==> src/rtl/fec_pkg.sv <==
// Package: command codes and controller state shared by the erase controller.
// Assumes 8-bit command codes on the command bus.
package fec_pkg;

    localparam logic [7:0] OP_ERASE_SETUP = 8'h20;
    localparam logic [7:0] OP_CONFIRM     = 8'hD0;
    localparam logic [7:0] OP_SUSPEND     = 8'hB0;
    localparam logic [7:0] OP_READ_STATUS = 8'h70;
    localparam logic [7:0] OP_CLEAR_STAT  = 8'h50;
    localparam logic [7:0] OP_READ_ARRAY  = 8'hFF;
    localparam logic [7:0] OP_BLANK_SETUP = 8'hBC;
    localparam logic [7:0] OP_PROG_SETUP  = 8'h40;
    localparam logic [7:0] OP_READ_IDENT  = 8'h90;
    localparam logic [7:0] OP_READ_QUERY  = 8'h98;
    localparam logic [7:0] OP_LOCK_SETUP  = 8'h60;

    typedef enum logic [3:0] {
        ST_IDLE,
        ST_ERASE_ARM,
        ST_BLANK_ARM,
        ST_PROG_ARM,
        ST_LOCK_ARM,
        ST_ERASING,
        ST_BLANKING,
        ST_PROGRAMMING,
        ST_SUSPENDED
    } fec_state_e;

endpackage

==> src/rtl/fec_cmd_legal.sv <==
// Command legality decoder: decides whether a command write is accepted in
// the current controller state. Purely combinational. Assumes the caller
// has already compared the command block against the suspended block.
module fec_cmd_legal
    import fec_pkg::*;
(
    input  fec_state_e state,
    input  logic [7:0] cmd_code,
    input  logic       in_susp,
    input  logic       hits_susp_blk,
    output logic       accept
);

    // Accept table per state
    always_comb begin
        accept = 1'b0;
        case (state)
            ST_IDLE:
                accept = cmd_code inside {OP_ERASE_SETUP, OP_BLANK_SETUP, OP_PROG_SETUP,
                                          OP_LOCK_SETUP, OP_READ_STATUS, OP_CLEAR_STAT,
                                          OP_READ_ARRAY, OP_READ_IDENT, OP_READ_QUERY};
            ST_ERASE_ARM, ST_BLANK_ARM:
                accept = (cmd_code == OP_CONFIRM);
            ST_PROG_ARM:
                accept = !(in_susp && hits_susp_blk);
            ST_LOCK_ARM:
                accept = 1'b1;
            ST_ERASING:
                accept = cmd_code inside {OP_SUSPEND, OP_READ_STATUS};
            ST_BLANKING:
                accept = (cmd_code == OP_READ_STATUS);
            ST_PROGRAMMING:
                accept = (cmd_code == OP_READ_STATUS) || (in_susp && cmd_code == OP_CONFIRM);
            ST_SUSPENDED:
                accept = cmd_code inside {OP_READ_ARRAY, OP_READ_STATUS, OP_READ_IDENT,
                                          OP_READ_QUERY, OP_CONFIRM, OP_CLEAR_STAT,
                                          OP_PROG_SETUP, OP_SUSPEND, OP_LOCK_SETUP};
            default:
                accept = 1'b0;
        endcase
    end

endmodule

==> src/rtl/fec_erase_seq.sv <==
// Erase step sequencer: counts NUM_STEPS steps of STEP_CYCLES cycles each.
// Marks every step boundary (checkpoint) and the final one. Holds its
// position while run is low, which is how a suspend keeps its progress.
// restart returns it to step 0.
module fec_erase_seq #(
    parameter int NUM_STEPS   = 4,
    parameter int STEP_CYCLES = 8
) (
    input  logic clk,
    input  logic rst_n,
    input  logic restart,
    input  logic run,
    output logic checkpoint,
    output logic finished
);

    localparam int STEP_W = (NUM_STEPS > 1) ? $clog2(NUM_STEPS) : 1;
    localparam int CYC_W  = (STEP_CYCLES > 1) ? $clog2(STEP_CYCLES) : 1;
    localparam logic [STEP_W-1:0] STEP_LAST = STEP_W'(NUM_STEPS - 1);
    localparam logic [CYC_W-1:0]  CYC_LAST  = CYC_W'(STEP_CYCLES - 1);

    logic [STEP_W-1:0] step_q;
    logic [CYC_W-1:0]  cyc_q;

    // Boundary and completion flags
    always_comb begin
        checkpoint = run && (cyc_q == CYC_LAST);
        finished   = checkpoint && (step_q == STEP_LAST);
    end

    // Step and cycle counters, frozen while not running
    always_ff @(posedge clk) begin
        if (!rst_n || restart) begin
            step_q <= '0;
            cyc_q  <= '0;
        end else if (run) begin
            if (cyc_q == CYC_LAST) begin
                cyc_q  <= '0;
                step_q <= (step_q == STEP_LAST) ? '0 : step_q + 1'b1;
            end else begin
                cyc_q <= cyc_q + 1'b1;
            end
        end
    end

endmodule

==> src/rtl/fec_array.sv <==
// Array model: NUM_BLOCKS blocks of WORDS words. Reset (and erase) leave
// words at all ones. A program ANDs data into a word. Provides a
// combinational read port and a per-block blank flag. Assumes program and
// erase are never requested in the same cycle.
module fec_array #(
    parameter int NUM_BLOCKS = 4,
    parameter int WORDS      = 8,
    parameter int DATA_W     = 16
) (
    input  logic                                  clk,
    input  logic                                  rst_n,
    input  logic [$clog2(NUM_BLOCKS*WORDS)-1:0]   rd_addr,
    output logic [DATA_W-1:0]                     rd_word,
    input  logic                                  wr_en,
    input  logic [$clog2(NUM_BLOCKS*WORDS)-1:0]   wr_addr,
    input  logic [DATA_W-1:0]                     wr_data,
    input  logic                                  ers_en,
    input  logic [$clog2(NUM_BLOCKS)-1:0]         ers_blk,
    output logic [NUM_BLOCKS-1:0]                 blank_vec
);

    localparam int DEPTH  = NUM_BLOCKS * WORDS;
    localparam int WORD_W = $clog2(WORDS);

    logic [DATA_W-1:0] mem [DEPTH];

    // Combinational read
    assign rd_word = mem[rd_addr];

    // Storage update: reset to erased, block erase, or AND-program
    always_ff @(posedge clk) begin
        if (!rst_n) begin
            for (int i = 0; i < DEPTH; i++) mem[i] <= '1;
        end else if (ers_en) begin
            for (int w = 0; w < WORDS; w++) mem[{ers_blk, w[WORD_W-1:0]}] <= '1;
        end else if (wr_en) begin
            mem[wr_addr] <= mem[wr_addr] & wr_data;
        end
    end

    // One blank detector per block
    for (genvar b = 0; b < NUM_BLOCKS; b++) begin : g_blank
        always_comb begin
            blank_vec[b] = 1'b1;
            for (int w = 0; w < WORDS; w++)
                if (mem[b*WORDS + w] != '1) blank_vec[b] = 1'b0;
        end
    end

endmodule

==> src/rtl/fec_flash_ctrl.sv <==
// Erase controller top: command state machine, status register, read path
// and reject pulse. Assumes NUM_BLOCKS and WORDS are powers of two (at
// least 2), with the block index in the top address bits. The array
// resets to the erased state.
module fec_flash_ctrl
    import fec_pkg::*;
#(
    parameter int NUM_BLOCKS  = 4,
    parameter int WORDS       = 8,
    parameter int DATA_W      = 16,
    parameter int NUM_STEPS   = 4,
    parameter int STEP_CYCLES = 8,
    parameter int PROG_CYCLES = 5,
    localparam int ADDR_W     = $clog2(NUM_BLOCKS * WORDS)
) (
    input  logic              clk,
    input  logic              rst_n,
    input  logic              cmd_we,
    input  logic [7:0]        cmd_code,
    input  logic [ADDR_W-1:0] cmd_addr,
    input  logic [DATA_W-1:0] cmd_wdata,
    input  logic              rd_en,
    input  logic              vpp_low,
    output logic [7:0]        status,
    output logic [DATA_W-1:0] rd_data,
    output logic              cmd_reject
);

    localparam int BLK_W   = $clog2(NUM_BLOCKS);
    localparam int OP_MAX  = (PROG_CYCLES > WORDS) ? PROG_CYCLES : WORDS;
    localparam int OPC_W   = $clog2(OP_MAX + 1);
    localparam logic [OPC_W-1:0] PROG_LAST  = OPC_W'(PROG_CYCLES - 1);
    localparam logic [OPC_W-1:0] BLANK_LAST = OPC_W'(WORDS - 1);

    fec_state_e        state;
    logic              in_susp, susp_req, resume_pend;
    logic              err_fail, err_vpp, mode_status;
    logic [BLK_W-1:0]  op_blk;
    logic [ADDR_W-1:0] prog_addr;
    logic [DATA_W-1:0] prog_data;
    logic [OPC_W-1:0]  op_cnt;
    logic [DATA_W-1:0] rd_data_q;
    logic              reject_q;

    logic [BLK_W-1:0]      cmd_blk;
    logic                  hits_susp_blk, legal_accept, rd_blocked;
    logic                  seq_run, seq_restart, seq_checkpoint, seq_finished;
    logic                  arr_wr_en, arr_ers_en;
    logic [DATA_W-1:0]     arr_word;
    logic [NUM_BLOCKS-1:0] blank_vec;
    logic                  busy;
    fec_state_e            ret_state;

    // Address decode and helper terms
    always_comb begin
        cmd_blk       = cmd_addr[ADDR_W-1 -: BLK_W];
        hits_susp_blk = (cmd_blk == op_blk);
        rd_blocked    = rd_en && !mode_status && in_susp && hits_susp_blk;
        ret_state     = in_susp ? ST_SUSPENDED : ST_IDLE;
        busy          = (state == ST_ERASING) || (state == ST_BLANKING) || (state == ST_PROGRAMMING);
        seq_run       = (state == ST_ERASING) && !vpp_low;
        seq_restart   = (state == ST_ERASE_ARM) && cmd_we && legal_accept;
        arr_wr_en     = (state == ST_PROGRAMMING) && (op_cnt == PROG_LAST);
        arr_ers_en    = (state == ST_ERASING) && seq_finished;
    end

    fec_cmd_legal u_legal (
        .state         (state),
        .cmd_code      (cmd_code),
        .in_susp       (in_susp),
        .hits_susp_blk (hits_susp_blk),
        .accept        (legal_accept)
    );

    fec_erase_seq #(
        .NUM_STEPS   (NUM_STEPS),
        .STEP_CYCLES (STEP_CYCLES)
    ) u_seq (
        .clk        (clk),
        .rst_n      (rst_n),
        .restart    (seq_restart),
        .run        (seq_run),
        .checkpoint (seq_checkpoint),
        .finished   (seq_finished)
    );

    fec_array #(
        .NUM_BLOCKS (NUM_BLOCKS),
        .WORDS      (WORDS),
        .DATA_W     (DATA_W)
    ) u_array (
        .clk       (clk),
        .rst_n     (rst_n),
        .rd_addr   (cmd_addr),
        .rd_word   (arr_word),
        .wr_en     (arr_wr_en),
        .wr_addr   (prog_addr),
        .wr_data   (prog_data),
        .ers_en    (arr_ers_en),
        .ers_blk   (op_blk),
        .blank_vec (blank_vec)
    );

    // Command state machine, suspend bookkeeping and error bits
    always_ff @(posedge clk) begin
        if (!rst_n) begin
            state       <= ST_IDLE;
            in_susp     <= 1'b0;
            susp_req    <= 1'b0;
            resume_pend <= 1'b0;
            err_fail    <= 1'b0;
            err_vpp     <= 1'b0;
            mode_status <= 1'b0;
            op_blk      <= '0;
            prog_addr   <= '0;
            prog_data   <= '0;
            op_cnt      <= '0;
        end else begin
            case (state)
                ST_IDLE, ST_SUSPENDED: begin
                    if (cmd_we && legal_accept) begin
                        case (cmd_code)
                            OP_ERASE_SETUP: begin state <= ST_ERASE_ARM; mode_status <= 1'b1; end
                            OP_BLANK_SETUP: begin state <= ST_BLANK_ARM; mode_status <= 1'b1; end
                            OP_PROG_SETUP:  begin state <= ST_PROG_ARM;  mode_status <= 1'b1; end
                            OP_LOCK_SETUP:  state <= ST_LOCK_ARM;
                            OP_READ_STATUS, OP_READ_IDENT, OP_READ_QUERY: mode_status <= 1'b1;
                            OP_READ_ARRAY:  mode_status <= 1'b0;
                            OP_CLEAR_STAT: begin err_fail <= 1'b0; err_vpp <= 1'b0; end
                            OP_CONFIRM: begin
                                state       <= ST_ERASING;
                                in_susp     <= 1'b0;
                                susp_req    <= 1'b0;
                                mode_status <= 1'b1;
                            end
                            default: ;
                        endcase
                    end
                end
                ST_ERASE_ARM: begin
                    if (cmd_we) begin
                        if (!legal_accept) begin
                            state <= ST_IDLE;
                        end else if (vpp_low) begin
                            err_vpp <= 1'b1;
                            state   <= ST_IDLE;
                        end else begin
                            op_blk <= cmd_blk;
                            state  <= ST_ERASING;
                        end
                    end
                end
                ST_BLANK_ARM: begin
                    if (cmd_we) begin
                        if (legal_accept) begin
                            op_blk <= cmd_blk;
                            op_cnt <= '0;
                            state  <= ST_BLANKING;
                        end else begin
                            state <= ST_IDLE;
                        end
                    end
                end
                ST_PROG_ARM: begin
                    if (cmd_we) begin
                        if (legal_accept && !vpp_low) begin
                            prog_addr <= cmd_addr;
                            prog_data <= cmd_wdata;
                            op_cnt    <= '0;
                            state     <= ST_PROGRAMMING;
                        end else begin
                            if (legal_accept) err_vpp <= 1'b1;
                            state <= ret_state;
                        end
                    end
                end
                ST_LOCK_ARM: begin
                    if (cmd_we) state <= ret_state;
                end
                ST_ERASING: begin
                    if (cmd_we && legal_accept && cmd_code == OP_SUSPEND) susp_req <= 1'b1;
                    if (vpp_low) begin
                        err_vpp  <= 1'b1;
                        susp_req <= 1'b0;
                        state    <= ST_IDLE;
                    end else if (seq_finished) begin
                        susp_req <= 1'b0;
                        state    <= ST_IDLE;
                    end else if (susp_req && seq_checkpoint) begin
                        susp_req <= 1'b0;
                        in_susp  <= 1'b1;
                        state    <= ST_SUSPENDED;
                    end
                end
                ST_BLANKING: begin
                    op_cnt <= op_cnt + 1'b1;
                    if (op_cnt == BLANK_LAST) begin
                        if (!blank_vec[op_blk]) err_fail <= 1'b1;
                        state <= ST_IDLE;
                    end
                end
                ST_PROGRAMMING: begin
                    op_cnt <= op_cnt + 1'b1;
                    if (cmd_we && legal_accept && cmd_code == OP_CONFIRM) resume_pend <= 1'b1;
                    if (op_cnt == PROG_LAST) begin
                        if (resume_pend || (cmd_we && legal_accept && cmd_code == OP_CONFIRM)) begin
                            resume_pend <= 1'b0;
                            in_susp     <= 1'b0;
                            state       <= ST_ERASING;
                        end else begin
                            state <= ret_state;
                        end
                    end
                end
                default: state <= ST_IDLE;
            endcase
        end
    end

    // Registered read data and reject pulse
    always_ff @(posedge clk) begin
        if (!rst_n) begin
            rd_data_q <= '0;
            reject_q  <= 1'b0;
        end else begin
            reject_q <= (cmd_we && !legal_accept) || rd_blocked;
            if (rd_en) begin
                if (mode_status)     rd_data_q <= DATA_W'(status);
                else if (rd_blocked) rd_data_q <= '0;
                else                 rd_data_q <= arr_word;
            end
        end
    end

    // Status register assembly
    always_comb begin
        status = {!busy, in_susp && !resume_pend, err_fail, 1'b0, err_vpp, 3'b000};
    end

    assign rd_data    = rd_data_q;
    assign cmd_reject = reject_q;

endmodule

==> config.mk <==
export PLATFORM = sky130hd
export DESIGN_NAME = fec_flash_ctrl
export DESIGN_NICKNAME = d
export VERILOG_FILES = /design/src/rtl/fec_pkg.sv /design/src/rtl/fec_cmd_legal.sv /design/src/rtl/fec_erase_seq.sv /design/src/rtl/fec_array.sv /design/src/rtl/fec_flash_ctrl.sv
export SDC_FILE = /design/constraint.sdc
export NUM_CORES = 1
export LEC_CHECK = 0
export BUFFER_PORTS_ARGS = -buffer_cell sky130_fd_sc_hd__buf_2
export CAP_MARGIN = 40
export CORE_MARGIN = 10
export CORE_UTILIZATION = 40
export CTS_BUF_LIST = sky130_fd_sc_hd__clkbuf_16
export DETAILED_ROUTE_END_ITERATION = 8
export MAX_ROUTING_LAYER = met4
export RECOVER_POWER = 50
export SYNTH_ARGS = -nofsm -noshare
export SYNTH_HDL_FRONTEND = slang
export SYNTH_HIERARCHICAL = 1
export SYNTH_SLANG_ARGS = --single-unit
export TNS_END_PERCENT = 10
==> constraint.sdc <==
create_clock -name clk -period 11.05 [get_ports clk]
set_clock_uncertainty 0.05 [all_clocks]
set_input_delay 0.5525 -clock clk [delete_from_list [all_inputs] [get_ports clk]]
set_output_delay 0.5525 -clock clk [all_outputs]
set_load 0.05 [all_outputs]
# [Word-level counts from Yosys, hierarchy flattened]
# Memory sizes are Yosys's and may differ from the RTL's. A register that Yosys moved wholly into a read port is not among the register bits.
# Index checks and enable logic that the tools add are counted.
[op_classes] n_mux=134 magnitude_cmp=1 shifts=0 bitwise=1 n_mul=0 n_reduce_logical=66 eq_ne=79 div_mod_pow=0 addsub=3
[op_table] operator="$ne A16 B16 Y1 const B" count=32
[op_table] operator="$mux W16" count=11
[op_table] operator="$reduce_or A16 Y1" count=9
[op_table] operator="$mux W1" count=74
[op_table] operator="$mux W4" count=17
[op_table] operator="$mux W5" count=11
[op_table] operator="$eq A8 B8 Y1 const B" count=6
[op_table] operator="$eq A8 B7 Y1 const B" count=4
[op_table] operator="$pmux W4 S8" count=1
[op_table] operator="$ne A2 B2 Y1 const B" count=15
[op_table] operator="$eq A4 B3 Y1 const B" count=6
[op_table] operator="$pmux W4 S5" count=1
[op_table] operator="$logic_and A1 B1 Y1" count=19
[op_table] operator="$reduce_bool A9 Y1" count=2
[op_table] operator="$and A16 B16 Y16" count=1
[op_table] operator="$reduce_and A8 Y1" count=2
[op_table] operator="$mux W2" count=6
[op_table] operator="$mux W3" count=4
[op_table] operator="$pmux W4 S3" count=1
[op_table] operator="$ne A2 B1 Y1 const B" count=5
[op_table] operator="$reduce_and A5 Y1" count=2
[op_table] operator="$reduce_bool A2 Y1" count=5
[op_table] operator="$reduce_and A9 Y1" count=1
[op_table] operator="$eq A4 B2 Y1 const B" count=2
[op_table] operator="other kinds (30)" count=47
[word_totals] mem_count=1 ff_bits=59 word_cells=300 latchBits=0 rom_bits=0 ram_bits=512
[mem_list] memory="u_array.mem" depth=32 width=16 read_ports=34 rd_ports_with_merged_regs=1 write_ports=32 line="fec_array.sv:25" rtl="logic [DATA_W-1:0] mem [DEPTH];"

# [Logic depth before layout (Yosys ltp)]
# An unclocked memory read counts as a cell.
[logic_depth] depth_word=15 depth_mapped=15 mapped_depth_nobuf=12

# [Hierarchy]
# The synthesis kept the hierarchy.
[modules_own_cells] mod="fec_array" n_inst=1 seq_area_each_um2=15374.7 cells_per_inst=2244 area_each_um2=28532.4
[modules_own_cells] mod="fec_flash_ctrl" n_inst=1 seq_area_each_um2=1081.0 cells_per_inst=361 area_each_um2=2810.2
[modules_own_cells] mod="fec_cmd_legal" n_inst=1 seq_area_each_um2=0.0 cells_per_inst=44 area_each_um2=292.8
[modules_own_cells] mod="fec_erase_seq" n_inst=1 seq_area_each_um2=100.1 cells_per_inst=25 area_each_um2=265.3

# [Worst setup path after synthesis]
# Ideal clock, no wire load.
[synth_timing] path_type="register to register" startpoint="register state[1]" endpoint="memory u_array.mem[28][0], enable pin" path_stages_with_launch=14 slack_ns=7.391 arrival_ns=3.198 n_path_buf=4 setup_ns=0.411 cell_sequence="dfxtp_1 > buf_6 > inv_1 > nand3_1 > nor2_1 > buf_6 > and3_1 > inv_1 > nor2_1 > nand3b_1 > or3_1 > buf_2 > buf_2 > o21ai_0"
[synth_lines] element="start: declaration" line="fec_flash_ctrl.sv:35" rtl="fec_state_e state;"
[synth_lines] element="start signal: assignment" line="fec_flash_ctrl.sv:173" rtl="state <= ret_state;"
[synth_lines] element="start signal: assignment" line="fec_flash_ctrl.sv:178" rtl="if (cmd_we) state <= ret_state;"
[synth_lines] element="start signal: assignment" line="fec_flash_ctrl.sv:211" rtl="state <= ret_state;"
[synth_lines] element="end: declaration" line="fec_array.sv:25"

==> reports/metrics.csv <==
metric;value;unit
outcome;finished, violations left;
violated checks;capacitance limit, slew limit;
TritonCTS clock tree;built;
CTS Sinks;571;
pre-CTS WS;6110;ps
Fill cells;7283;
Rel. slew slack;-1.57;
Pwr Density;141;nW/um2
DR vias;25200;
CP top delay family;buffers and inverters;
Unique masters post-synth;79;
Sw Share;0.238;
Static Leak;0.0102;uW
Worst Tran Pin Value;3860;ps
endpoint type of the worst setup path;flop;
Crit path arrival time;8190;ps
Initial Util;0.404;
Seq pwr share;0.493;
total negative slack;0;ps
die width;302;um
post-route setup slack;3130;ps
RSZ-0062 raised after global routing;no;
Internal Pwr Total;3770;uW
clock buffer depth;3;
die height;302;um
min-delay src;cmd_wdata[14];
critical path launch point;prog_addr[1];
fin area;35100;um2
worst hold path type;in2reg;
Routed WL;126;mm
final hold violations;0;
Final setup viols;0;
die outline area;91400;um2
largest net degree at the start of global routing;108;
Rows;103;
routed len/inst;33.3;um
clk slew on worst S/H paths;60;ps
Vias/cell;6.67;
global route total overflow;0;
first-pass GRT wire length;177;mm
vias in the first global route;24300;
Antenna Violating Nets Remaining;0;
core box area;79000;um2
GR Layer Usage met1;0.340;
Syn Inst Count;2674;
port bufs;54;
Pre-Repair DR Iteration Count;6;
DRT iter0 DRCs;3895;
HPWL after detailed placement;86.7;mm
H-tree depth;3;
# DRC;0;
P&R area growth vs syn;9.88;%
top_reg_cell synth;edfxtp_1;
met2 Usage GRT;0.408;
worst-skew pair later-pin latency;630;ps
Period Utilization, post-route;0.716;
Final GP Congestion;1.04;
register bit total from synthesis;571;
GRT Max-Usage Layer;met2;
Root Driver;clkbuf_16;
gr usage total;0.275;
yosys warns;6;
I/O pin count;59;
Async SR Flop Fraction;0;
register area share after synthesis;0.519;
Worst R2R Start;prog_addr[1];
crit-path cells;clkbuf_1 -> buf_12 -> mux2i_1 -> o22ai_1 -> or4_2 -> o21ai_0 -> buf_4 -> nand2_2;
# hold bufs at CTS;0;
startpoint types;flop;
CP Max Fanout;107;
Layout Nets;2709;
Crit Path Class;reg2reg;
WP data required;11320;ps
achievable frequency;126;MHz
clock group share of total power;0.440;
Max-Cap Viols;17;
slowest stage delay, CP;2190;ps
post-placement cell area;33300;um2
post-CTS setup buffer count;0;
post-CTS resize count;0;
antenna violations before repair;3;
layout cells sized above 1;0.165;
Max stage delay cell, worst path;clkbuf_1;
Combinational Power Share;0.067;
worst vdd ir;0.000105;V
Final Max Slew Viols;372;
mapped cell area;31900;um2
met3 track demand over resource;0.0718;
fin crit period;7920;ps
NetSw;1180;uW
number of enable flip-flop cells after synthesis;512;
Buf+Inv Stages, Crit Path;3;
CTS buffer count;66;
syn_area_per_cell;11.9;um2
==> tightest hold or removal path, stage by stage <==
cell	delay [ps]
buf_2	90
nand2_1	50
a21oi_1	50
==> cells in the final DEF (no fill, tap or decap), drive strengths merged, types with 17 or more instances in the layout <==
cell type,instances
a21oi,59
a221oi,34
buf,116
clkbuf,122
clkinv,26
dfxtp,59
edfxtp,512
inv,27
mux2,17
mux2i,342
mux4,97
nand2,592
nand2b,29
nand3,22
nand4,141
nor2,65
nor4,39
o211ai,49
o21ai,68
o22ai,130
or4,37
==> cell usage after synthesis (6+ instances only) <==
cell type,n,area share
and3_1,7,0.0014
a221oi_1,34,0.0093
nor4_1,38,0.0075
edfxtp_1,512,0.48
nor2_1,65,0.0076
or3_1,6,0.0012
nor2b_1,9,0.0018
nand3b_1,6,0.0014
nand4bb_1,6,0.0021
nand4_1,140,0.027
mux2_2,17,0.0060
nor3_1,8,0.0013
buf_6,75,0.026
o22ai_1,130,0.025
mux2i_1,342,0.11
clkbuf_1,81,0.0095
or4_1,16,0.0038
a21oi_1,58,0.0091
o21ai_4,16,0.0082
buf_4,24,0.0056
mux4_2,97,0.068
nand3_1,22,0.0035
clkbuf_2,8,0.0013
o21ai_0,51,0.0080
inv_1,12,0.0014
a211oi_1,8,0.0019
buf_2,48,0.0075
nand2_2,90,0.018
dfxtp_1,59,0.037
nand2_1,502,0.059
or4_4,21,0.0074
o211ai_1,49,0.012
nand2b_1,29,0.0057
==> flip-flops by register name (all words and copies together) (netlist names), 3 cells and up <==
signal       flops
op_cnt           4
prog_addr        5
prog_data       16
rd_data         16
state            4
u_array/mem    512
u_seq/cyc_q      3
==> metrics by stage <==
stage	power, uW	utilization	cells	hold WS (ps)
detailed placement	2800	0.421	3650	409
floorplan	2650	-	2677	381
CTS	4960	0.448	3768	102
finish	4950	0.444	3771	114
global placement	2790	0.412	3611	404
global route	5070	0.444	3771	120
==> final timing paths <==
path	end	slack (ps)	depth (start not counted)
setup / recovery	u_array/mem[4][3]	3130	8
hold / removal	prog_data[14]	110	3
setup reg to reg	u_array/mem[4][3]	3130	8
hold reg to reg	op_cnt[3]	420	1
==> cell type report <==
type | count | area (um2) | share of cell area
clock buffers | 73 | 1830 | 0.0521
flip-flops and latches | 571 | 16600 | 0.472
diodes | 1 | 2.50 | 0.0000714
repair buffers | 166 | 1380 | 0.0393
inverters | 13 | 48.8 | 0.00139
well taps | 1050 | 1310 | 0.0375
multi-input cells | 1852 | 13600 | 0.389
clock inverters | 45 | 304 | 0.00867
==> power groups by stage <==
stage	clock [uW]	combinational (uW)	sequential [uW]
5_1_grt	2290	338	2440
3_5_place_dp	0	322	2480
3_3_place_gp	0	311	2480
2_1_floorplan	0	174	2480
4_1_cts	2200	323	2430
6_report	2180	329	2440
==> metal layers <==
layer / wire [um] / vias to the layer above
met1: 46200 / 12600
met5: 0 / -
li1: - / 10300
met2: 55600 / 1867
met4: 8130 / 0
met3: 15600 / 427
==> kinds of logic (layout without fill, tap and decap cells) <==
logic type               after synthesis  after routing  synth area share
AO/OA/AOI/OAI                        385            385            0.0838
XOR/XNOR                               5              5           0.00137
adder cells (fa/ha/maj)                5              5           0.00196
buffers and inverters                254            297            0.0527
flip-flops                           571            571             0.519
multiplexers                         456            456             0.182
other                                  1              5          0.000118
AND/OR/NAND/NOR                      997            997             0.159
(Power assumes the default switching activity.)
